[src/rtl/uart_rx_pkg.sv]
package uart_rx_pkg;

  localparam int ENTRY_W     = 12;
  localparam int BIT_FRAMING = 8;
  localparam int BIT_PARITY  = 9;
  localparam int BIT_BREAK   = 10;
  localparam int BIT_OVERRUN = 11;

  typedef enum logic [2:0] {
    ST_IDLE,
    ST_START,
    ST_DATA,
    ST_PARITY,
    ST_STOP,
    ST_WAITHIGH
  } rxState_e;

  // strobes from frame control to the datapath
  typedef struct packed {
    logic frameBegin;
    logic dataShift;
    logic parityCapture;
    logic stopCapture;
    logic sampledBit;
  } rxStrobe_t;

endpackage

[src/rtl/uart_rx_ctrl.sv]
module uart_rx_ctrl
  import uart_rx_pkg::*;
#(
  parameter int OVS = 16
) (
  input  logic       clk,
  input  logic       rstN,
  input  logic       tick16,
  input  logic       rxd,
  input  logic       rxEnable,
  input  logic [1:0] wordLen,
  input  logic       parityEn,
  output rxStrobe_t  strobe
);

  localparam int CW = $clog2(OVS);
  localparam logic [CW-1:0] HALF_M1 = CW'(OVS / 2 - 1);
  localparam logic [CW-1:0] LAST    = CW'(OVS - 1);

  logic rxMeta, rxSync;
  rxState_e state;
  logic [CW-1:0] tickCnt;
  logic [2:0] bitCnt;
  logic [2:0] lastBit;
  logic bitDone;

  // two-flop synchronizer, idle high
  always_ff @(posedge clk or negedge rstN) begin
    if (!rstN) begin
      rxMeta <= 1'b1;
      rxSync <= 1'b1;
    end else begin
      rxMeta <= rxd;
      rxSync <= rxMeta;
    end
  end

  assign lastBit = {1'b1, wordLen};
  assign bitDone = tick16 && (tickCnt == LAST);

  always_comb begin
    strobe = '0;
    strobe.sampledBit    = rxSync;
    strobe.frameBegin    = (state == ST_IDLE) && rxEnable && !rxSync;
    strobe.dataShift     = (state == ST_DATA) && bitDone;
    strobe.parityCapture = (state == ST_PARITY) && bitDone;
    strobe.stopCapture   = (state == ST_STOP) && bitDone;
  end

  always_ff @(posedge clk or negedge rstN) begin
    if (!rstN) begin
      state   <= ST_IDLE;
      tickCnt <= '0;
      bitCnt  <= '0;
    end else begin
      case (state)
        ST_IDLE: begin
          if (rxEnable && !rxSync) begin
            state   <= ST_START;
            tickCnt <= '0;
          end
        end
        ST_START: begin
          if (tick16) begin
            if (tickCnt == HALF_M1) begin
              tickCnt <= '0;
              bitCnt  <= '0;
              state   <= rxSync ? ST_IDLE : ST_DATA;
            end else begin
              tickCnt <= tickCnt + 1'b1;
            end
          end
        end
        ST_DATA: begin
          if (tick16) begin
            if (tickCnt == LAST) begin
              tickCnt <= '0;
              if (bitCnt == lastBit) state <= parityEn ? ST_PARITY : ST_STOP;
              else bitCnt <= bitCnt + 1'b1;
            end else begin
              tickCnt <= tickCnt + 1'b1;
            end
          end
        end
        ST_PARITY: begin
          if (tick16) begin
            if (tickCnt == LAST) begin
              tickCnt <= '0;
              state   <= ST_STOP;
            end else begin
              tickCnt <= tickCnt + 1'b1;
            end
          end
        end
        ST_STOP: begin
          if (tick16) begin
            if (tickCnt == LAST) begin
              tickCnt <= '0;
              state   <= rxSync ? ST_IDLE : ST_WAITHIGH;
            end else begin
              tickCnt <= tickCnt + 1'b1;
            end
          end
        end
        ST_WAITHIGH: begin
          if (rxSync) state <= ST_IDLE;
        end
        default: state <= ST_IDLE;
      endcase
    end
  end

endmodule

[src/rtl/uart_rx_fifo.sv]
module uart_rx_fifo #(
  parameter int WIDTH = 12,
  parameter int DEPTH = 16
) (
  input  logic             clk,
  input  logic             rstN,
  input  logic             push,
  input  logic [WIDTH-1:0] pushData,
  input  logic             pop,
  input  logic             singleSlot,
  output logic [WIDTH-1:0] headData,
  output logic             empty,
  output logic             full
);

  localparam int AW = (DEPTH > 1) ? $clog2(DEPTH) : 1;
  localparam logic [AW-1:0] PTR_LAST = AW'(DEPTH - 1);
  localparam logic [AW:0]   CNT_MAX  = (AW + 1)'(DEPTH);

  logic [WIDTH-1:0] mem [DEPTH];
  logic [AW-1:0] wrPtr, rdPtr;
  logic [AW:0] count;
  logic doPush, doPop;

  assign empty    = (count == '0);
  assign full     = singleSlot ? !empty : (count == CNT_MAX);
  assign doPush   = push && !full;
  assign doPop    = pop && !empty;
  assign headData = mem[rdPtr];

  always_ff @(posedge clk) begin
    if (doPush) mem[wrPtr] <= pushData;
  end

  always_ff @(posedge clk or negedge rstN) begin
    if (!rstN) begin
      wrPtr <= '0;
      rdPtr <= '0;
      count <= '0;
    end else begin
      if (doPush) wrPtr <= (wrPtr == PTR_LAST) ? '0 : wrPtr + 1'b1;
      if (doPop)  rdPtr <= (rdPtr == PTR_LAST) ? '0 : rdPtr + 1'b1;
      case ({doPush, doPop})
        2'b10:   count <= count + 1'b1;
        2'b01:   count <= count - 1'b1;
        default: count <= count;
      endcase
    end
  end

endmodule

[src/rtl/uart_rx_dp.sv]
module uart_rx_dp
  import uart_rx_pkg::*;
#(
  parameter int DEPTH = 16
) (
  input  logic               clk,
  input  logic               rstN,
  input  rxStrobe_t          strobe,
  input  logic [1:0]         wordLen,
  input  logic               parityEn,
  input  logic               evenParity,
  input  logic               stickParity,
  input  logic               fifoEnable,
  input  logic               rdEn,
  input  logic               statusWr,
  input  logic               rtsFlowEn,
  input  logic               rtsReq,
  output logic [ENTRY_W-1:0] rdData,
  output logic [3:0]         statusOut,
  output logic               rxEmpty,
  output logic               rxFull,
  output logic               rtsOut,
  output logic               overrunEvt
);

  logic [7:0] shiftReg;
  logic [7:0] rxChar;
  logic anyOne, parBit, ovPending;
  logic expParity, frmErr, brkErr, parErr;
  logic [ENTRY_W-1:0] newEntry, headData;
  logic pushEvt, popEvt, fifoEmpty, fifoFull;
  logic [3:0] statusQ, statusNext;

  always_ff @(posedge clk or negedge rstN) begin
    if (!rstN) begin
      shiftReg <= '0;
      anyOne   <= 1'b0;
      parBit   <= 1'b0;
    end else if (strobe.frameBegin) begin
      shiftReg <= '0;
      anyOne   <= 1'b0;
      parBit   <= 1'b0;
    end else if (strobe.dataShift) begin
      shiftReg <= {strobe.sampledBit, shiftReg[7:1]};
      anyOne   <= anyOne | strobe.sampledBit;
    end else if (strobe.parityCapture) begin
      parBit   <= strobe.sampledBit;
      anyOne   <= anyOne | strobe.sampledBit;
    end
  end

  // bits arrive from the top, so right-align by the unused count
  assign rxChar = shiftReg >> (2'd3 - wordLen);

  always_comb begin
    if (stickParity)     expParity = !evenParity;
    else if (evenParity) expParity = ^rxChar;
    else                 expParity = ~^rxChar;
    frmErr = !strobe.sampledBit;
    brkErr = frmErr && !anyOne;
    parErr = parityEn && !brkErr && (parBit != expParity);
  end

  always_comb begin
    newEntry = '0;
    newEntry[7:0]         = rxChar;
    newEntry[BIT_FRAMING] = frmErr;
    newEntry[BIT_PARITY]  = parErr;
    newEntry[BIT_BREAK]   = brkErr;
    newEntry[BIT_OVERRUN] = ovPending;
  end

  assign pushEvt    = strobe.stopCapture && !fifoFull;
  assign overrunEvt = strobe.stopCapture && fifoFull;
  assign popEvt     = rdEn && !fifoEmpty;

  uart_rx_fifo #(
    .WIDTH(ENTRY_W),
    .DEPTH(DEPTH)
  ) u_fifo (
    .clk       (clk),
    .rstN      (rstN),
    .push      (pushEvt),
    .pushData  (newEntry),
    .pop       (popEvt),
    .singleSlot(!fifoEnable),
    .headData  (headData),
    .empty     (fifoEmpty),
    .full      (fifoFull)
  );

  always_ff @(posedge clk or negedge rstN) begin
    if (!rstN)           ovPending <= 1'b0;
    else if (overrunEvt) ovPending <= 1'b1;
    else if (pushEvt)    ovPending <= 1'b0;
  end

  always_comb begin
    statusNext = statusQ;
    if (statusWr)    statusNext = '0;
    else if (popEvt) statusNext = {statusQ[3], headData[BIT_BREAK:BIT_FRAMING]};
    if (overrunEvt)  statusNext[3] = 1'b1;
  end

  always_ff @(posedge clk or negedge rstN) begin
    if (!rstN) statusQ <= '0;
    else       statusQ <= statusNext;
  end

  assign statusOut = statusQ;
  assign rdData    = fifoEmpty ? '0 : headData;
  assign rxEmpty   = fifoEmpty;
  assign rxFull    = fifoFull;
  assign rtsOut    = rtsReq && !(rtsFlowEn && fifoFull);

endmodule

[src/rtl/uart_rx_err.sv]
module uart_rx_err
  import uart_rx_pkg::*;
#(
  parameter int DEPTH = 16,
  parameter int OVS   = 16
) (
  input  logic        clk,
  input  logic        rstN,
  input  logic        tick16,
  input  logic        rxd,
  input  logic        rxEnable,
  input  logic        fifoEnable,
  input  logic [1:0]  wordLen,
  input  logic        parityEn,
  input  logic        evenParity,
  input  logic        stickParity,
  input  logic        rtsFlowEn,
  input  logic        rtsReq,
  input  logic        rdEn,
  output logic [11:0] rdData,
  input  logic        statusWr,
  output logic [3:0]  statusOut,
  output logic        rxEmpty,
  output logic        rxFull,
  output logic        rtsOut
);

  rxStrobe_t strobe;
  logic overrunEvt;

  uart_rx_ctrl #(.OVS(OVS)) u_ctrl (
    .clk     (clk),
    .rstN    (rstN),
    .tick16  (tick16),
    .rxd     (rxd),
    .rxEnable(rxEnable),
    .wordLen (wordLen),
    .parityEn(parityEn),
    .strobe  (strobe)
  );

  uart_rx_dp #(.DEPTH(DEPTH)) u_dp (
    .clk        (clk),
    .rstN       (rstN),
    .strobe     (strobe),
    .wordLen    (wordLen),
    .parityEn   (parityEn),
    .evenParity (evenParity),
    .stickParity(stickParity),
    .fifoEnable (fifoEnable),
    .rdEn       (rdEn),
    .statusWr   (statusWr),
    .rtsFlowEn  (rtsFlowEn),
    .rtsReq     (rtsReq),
    .rdData     (rdData),
    .statusOut  (statusOut),
    .rxEmpty    (rxEmpty),
    .rxFull     (rxFull),
    .rtsOut     (rtsOut),
    .overrunEvt (overrunEvt)
  );

endmodule

[config.mk]
export PLATFORM = sky130hd
export DESIGN_NAME = uart_rx_err
export DESIGN_NICKNAME = d
export VERILOG_FILES = /design/src/rtl/uart_rx_pkg.sv /design/src/rtl/uart_rx_ctrl.sv /design/src/rtl/uart_rx_fifo.sv /design/src/rtl/uart_rx_dp.sv /design/src/rtl/uart_rx_err.sv
export SDC_FILE = /design/constraint.sdc
export NUM_CORES = 1
export LEC_CHECK = 0
export ABC_AREA = 1
export BUFFER_PORTS_ARGS = -buffer_cell sky130_fd_sc_hd__buf_2
export CAP_MARGIN = 10
export CORE_MARGIN = 2
export CORE_UTILIZATION = 55
export CTS_BUF_LIST = sky130_fd_sc_hd__clkbuf_8
export DETAILED_ROUTE_END_ITERATION = 8
export PLACE_DENSITY_LB_ADDON = 0.08
export SLEW_MARGIN = 20
export SYNTH_ARGS = -nofsm -noshare
export SYNTH_HDL_FRONTEND = slang
export SYNTH_SLANG_ARGS = --single-unit
export TNS_END_PERCENT = 20
[constraint.sdc]
create_clock -name clk -period 3.3 [get_ports clk]
set_input_delay 0 -clock clk [delete_from_list [all_inputs] [get_ports clk]]
set_output_delay 0 -clock clk [all_outputs]
set_load 0.03 [all_outputs]
==> results.sh <==
export IMPL_relSlewSlack_pct=26.3
export IMPL_cts_inserted_buffers=40
export IMPL_layout_area_overhead_vs_synth_pct=12.7
export IMPL_die_x_um=141
export IMPL_fp_row_count=50
export IMPL_crit_path_max_incr_delay_ps=1060
export IMPL_clk_pin_slew_ps=60
export IMPL_grt_pass1_wl_mm=35.9
export IMPL_wl_met2_mm=11.2
export IMPL_drv_slew=0
export IMPL_wl_met3_mm=1.26
export IMPL_drtIter0Drc=470
export IMPL_cts_tree="built"
export IMPL_hold_viol=0
export IMPL_tightest_slew_ps=1100
export IMPL_grt_usage_pct=23.3
export IMPL_synth_top_cell_area_share_pct=56.0
export IMPL_setup_viol=0
export IMPL_avgViaCountPerCell=5.59
export IMPL_synth_edff_count=192
export IMPL_finalClockSkew_ps=13.8
export IMPL_yosys_register_bits=232
export IMPL_p_sw_uw=3430
export IMPL_regArea_um2=6770
export IMPL_highest_layer="met4"
export IMPL_end_kind="output port"
export IMPL_portBuffers=33
export IMPL_synth_nets=953
export IMPL_grt_remaining_overflow=0
export IMPL_worstPathMaxFanout=61
export IMPL_synthTopCellsByCount="192 x edfxtp_1, 152 x nand2_1, 149 x nor2_1"
export IMPL_die_y_um=141
export IMPL_dr_pass1_iters=5
export IMPL_leakagePower_uw=0.00447
export IMPL_cp_top_family="flip-flops"
export IMPL_min_path_type="in2reg"
export IMPL_ys_flop_type="edfxtp_1"
export IMPL_p_int_uw=5760
export IMPL_antennaDiodeCount=0
export IMPL_arrival_ps=2820
export IMPL_power_density_nw_per_um2=792
export IMPL_switching_share_pct=37.3
export IMPL_rsz0062_at_grt="no"
export IMPL_drtAntennaViolNets=0
export IMPL_max_cap_violations=0
export IMPL_crit_top_cell="o21ai_0"
export IMPL_dp_hpwl_mm=13.9
export IMPL_cp_num_buf_inv=2
export IMPL_dpl_instance_area_um2=10700
export IMPL_crit_type="reg2out"
export IMPL_clk_path_buf_depth=3
export IMPL_fin_nets=1023
export IMPL_cpMaxStageDelayCell="dfrtp_2"
export IMPL_die_area_um2=19800
export IMPL_insertion_delay_ps=510
export IMPL_startpoint_type="register"
export IMPL_combPwrFrac_pct=34.2
export IMPL_fin_setup_tns_ps=0
export IMPL_first_global_vias=7007
export IMPL_status="finished clean"
export IMPL_ys_seq_area_share_pct=65.8
export IMPL_synth_cell_types=41
export IMPL_path_cells="buf_12 > o21ai_0 > o21ai_0 > o211ai_1 > a31oi_1 > buf_2"
export IMPL_clkPwrFrac_pct=27.0
export IMPL_syn_area_um2=10300
export IMPL_layout_setup_ws_ps=478
export IMPL_multi_input_area_um2=2990
export IMPL_yosysMostFrequentCell="edfxtp_1"
export IMPL_start_util_pct=55.6
export IMPL_htreeDepth=2
export IMPL_wl_met1_mm=9.68
export IMPL_drcViolationCount=0
export IMPL_place_ws_ps=582
export IMPL_min_period_ps=2820
export IMPL_num_fill_cells=1476
export IMPL_grt_start_max_net_pins=99
export IMPL_globalplace_congestion=0.852
export IMPL_io_pins=34
export IMPL_whs_ps=92.4
export IMPL_wl_per_cell_um=17.9
export IMPL_clock_sinks=232
export IMPL_antenna_found_initial=0
export IMPL_final_cell_area_um2=11600
export IMPL_routed_wl_mm=22.6
export IMPL_yosysTopAreaCell="edfxtp_1"
export IMPL_p_seq_share_pct=38.9
export IMPL_core_um2=18500
export IMPL_dr_total_vias=7047
export IMPL_layout_drive_gt1_share_pct=14.4
export IMPL_yosys_warnings=0
export IMPL_syn_area_per_cell_um2=11.1
export IMPL_netlist_instances=927
export IMPL_period_share_pct=85.5
export IMPL_fmax_ghz=0.354
export IMPL_synth_area_top_cells="edfxtp_1 56%, dfrtp_1 9.2%, nand2_1 5.5%"
export IMPL_async_flop_share_pct=17.2
export IMPL_critical_path_required_ps=3300
export IMPL_peakVddDrop_mv=0.571
export IMPL_cts_root_buf="clkbuf_8"
==> path summary, 6_finish.rpt <==
path	start	to	slack [ps]	cells after the start
min reg2reg	u_ctrl.rxMeta	u_ctrl.rxSync	360	0
min	fifoEnable	u_dp.ovPending	90	6
max reg2reg	u_ctrl.tickCnt[0]	u_dp.u_fifo.count[4]	570	18
min in group asynchronous	rstN	u_ctrl.tickCnt[3]	150	2
max	u_dp.u_fifo.rdPtr[1]	rdData[2]	480	6
max in group asynchronous	rstN	u_dp.u_fifo.rdPtr[0]	2540	2
==> state kept, by name, summed over array words and instances, names as in the netlist <==
| register | count |
|---|---|
| u_dp.ovPending | 1 |
| u_ctrl.tickCnt | 4 |
| u_dp.u_fifo.wrPtr | 4 |
| u_dp.u_fifo.rdPtr | 4 |
| u_ctrl.state | 3 |
| u_dp.u_fifo.mem | 192 |
| u_dp.parBit | 1 |
| u_ctrl.rxMeta | 1 |
| u_ctrl.bitCnt | 3 |
| u_dp.statusOut | 4 |
| u_dp.shiftReg | 8 |
| u_dp.u_fifo.count | 5 |
| u_ctrl.rxSync | 1 |
| u_dp.anyOne | 1 |
==> power groups by stage <==
stage	registers, uW	clock network [uW]	logic (uW)
2_1_floorplan	3510	0	2450
3_3_place_gp	3620	0	3050
3_5_place_dp	3630	0	3130
4_1_cts	3570	2550	3150
5_1_grt	3600	2670	3470
6_report	3570	2480	3140
==> layer usage <==
layer,vias to the layer above,global-route usage [%]
li1,3403,-
met1,3412,30.3
met2,198,40.6
met3,34,3.74
met4,0,7.37
met5,-,0
==> worst register-to-register path: cells and delay by family (launching register included) <==
| kind | cells | cell delay, ps |
|---|---|---|
| XOR/XNOR | 2 | 320 |
| AND/OR/NAND/NOR | 10 | 920 |
| buffers and inverters | 1 | 70 |
| flip-flops | 1 | 380 |
| AO/OA/AOI/OAI | 2 | 220 |
| adder cells (fa/ha/maj) | 3 | 700 |
==> cells in the final DEF (no fill, tap or decap), types with 17 or more instances in the layout <==
cell and count:
o32ai_1 23, clkbuf_8 44, buf_4 25, a21oi_1 17
o21ai_0 82, inv_1 70, buf_2 33, nand3_1 48
nand2_1 152, dfrtp_1 36, edfxtp_1 192, nor2_1 148
==> stage by stage <==
step	instances	total power, uW	utilization [%]
floorplan	927	5960	-
global placement	1181	6680	58.0
detailed placement	1181	6760	58.0
CTS	1260	9260	62.6
global route	1260	9740	62.6
finish	1260	9190	62.6
==> kinds of logic (layout without fill, tap and decap cells) <==
| family | after synthesis | after routing | synth area share [%] |
|---|---|---|---|
| simple gates | 370 | 370 | 14.7 |
| flops | 232 | 232 | 65.8 |
| compound gates | 172 | 172 | 10.5 |
| buf+inv | 115 | 214 | 5.20 |
| mux | 17 | 17 | 1.68 |
| fa+ha+maj | 11 | 11 | 1.34 |
| xor+xnor | 10 | 10 | 0.851 |
==> timing repair <==
| item | 4_1_cts | 5_1_grt |
|---|---|---|
| buffers inserted | 0 | 0 |
| hold buffers | 8 | 0 |
| resized for setup | 0 | 0 |
| endpoints found under the hold margin | 61 | 0 |
==> final cells by class <==
| cell class | count | share of cell area [%] |
|---|---|---|
| Clock buffer | 44 | 5.22 |
| Clock inverter | 27 | 1.43 |
| Inverter | 74 | 2.39 |
| Multi-Input combinational cell | 580 | 25.8 |
| Sequential cell | 232 | 58.4 |
| Tap cell | 234 | 2.52 |
| Timing Repair Buffer | 69 | 4.25 |
(Power assumes the default switching activity.)
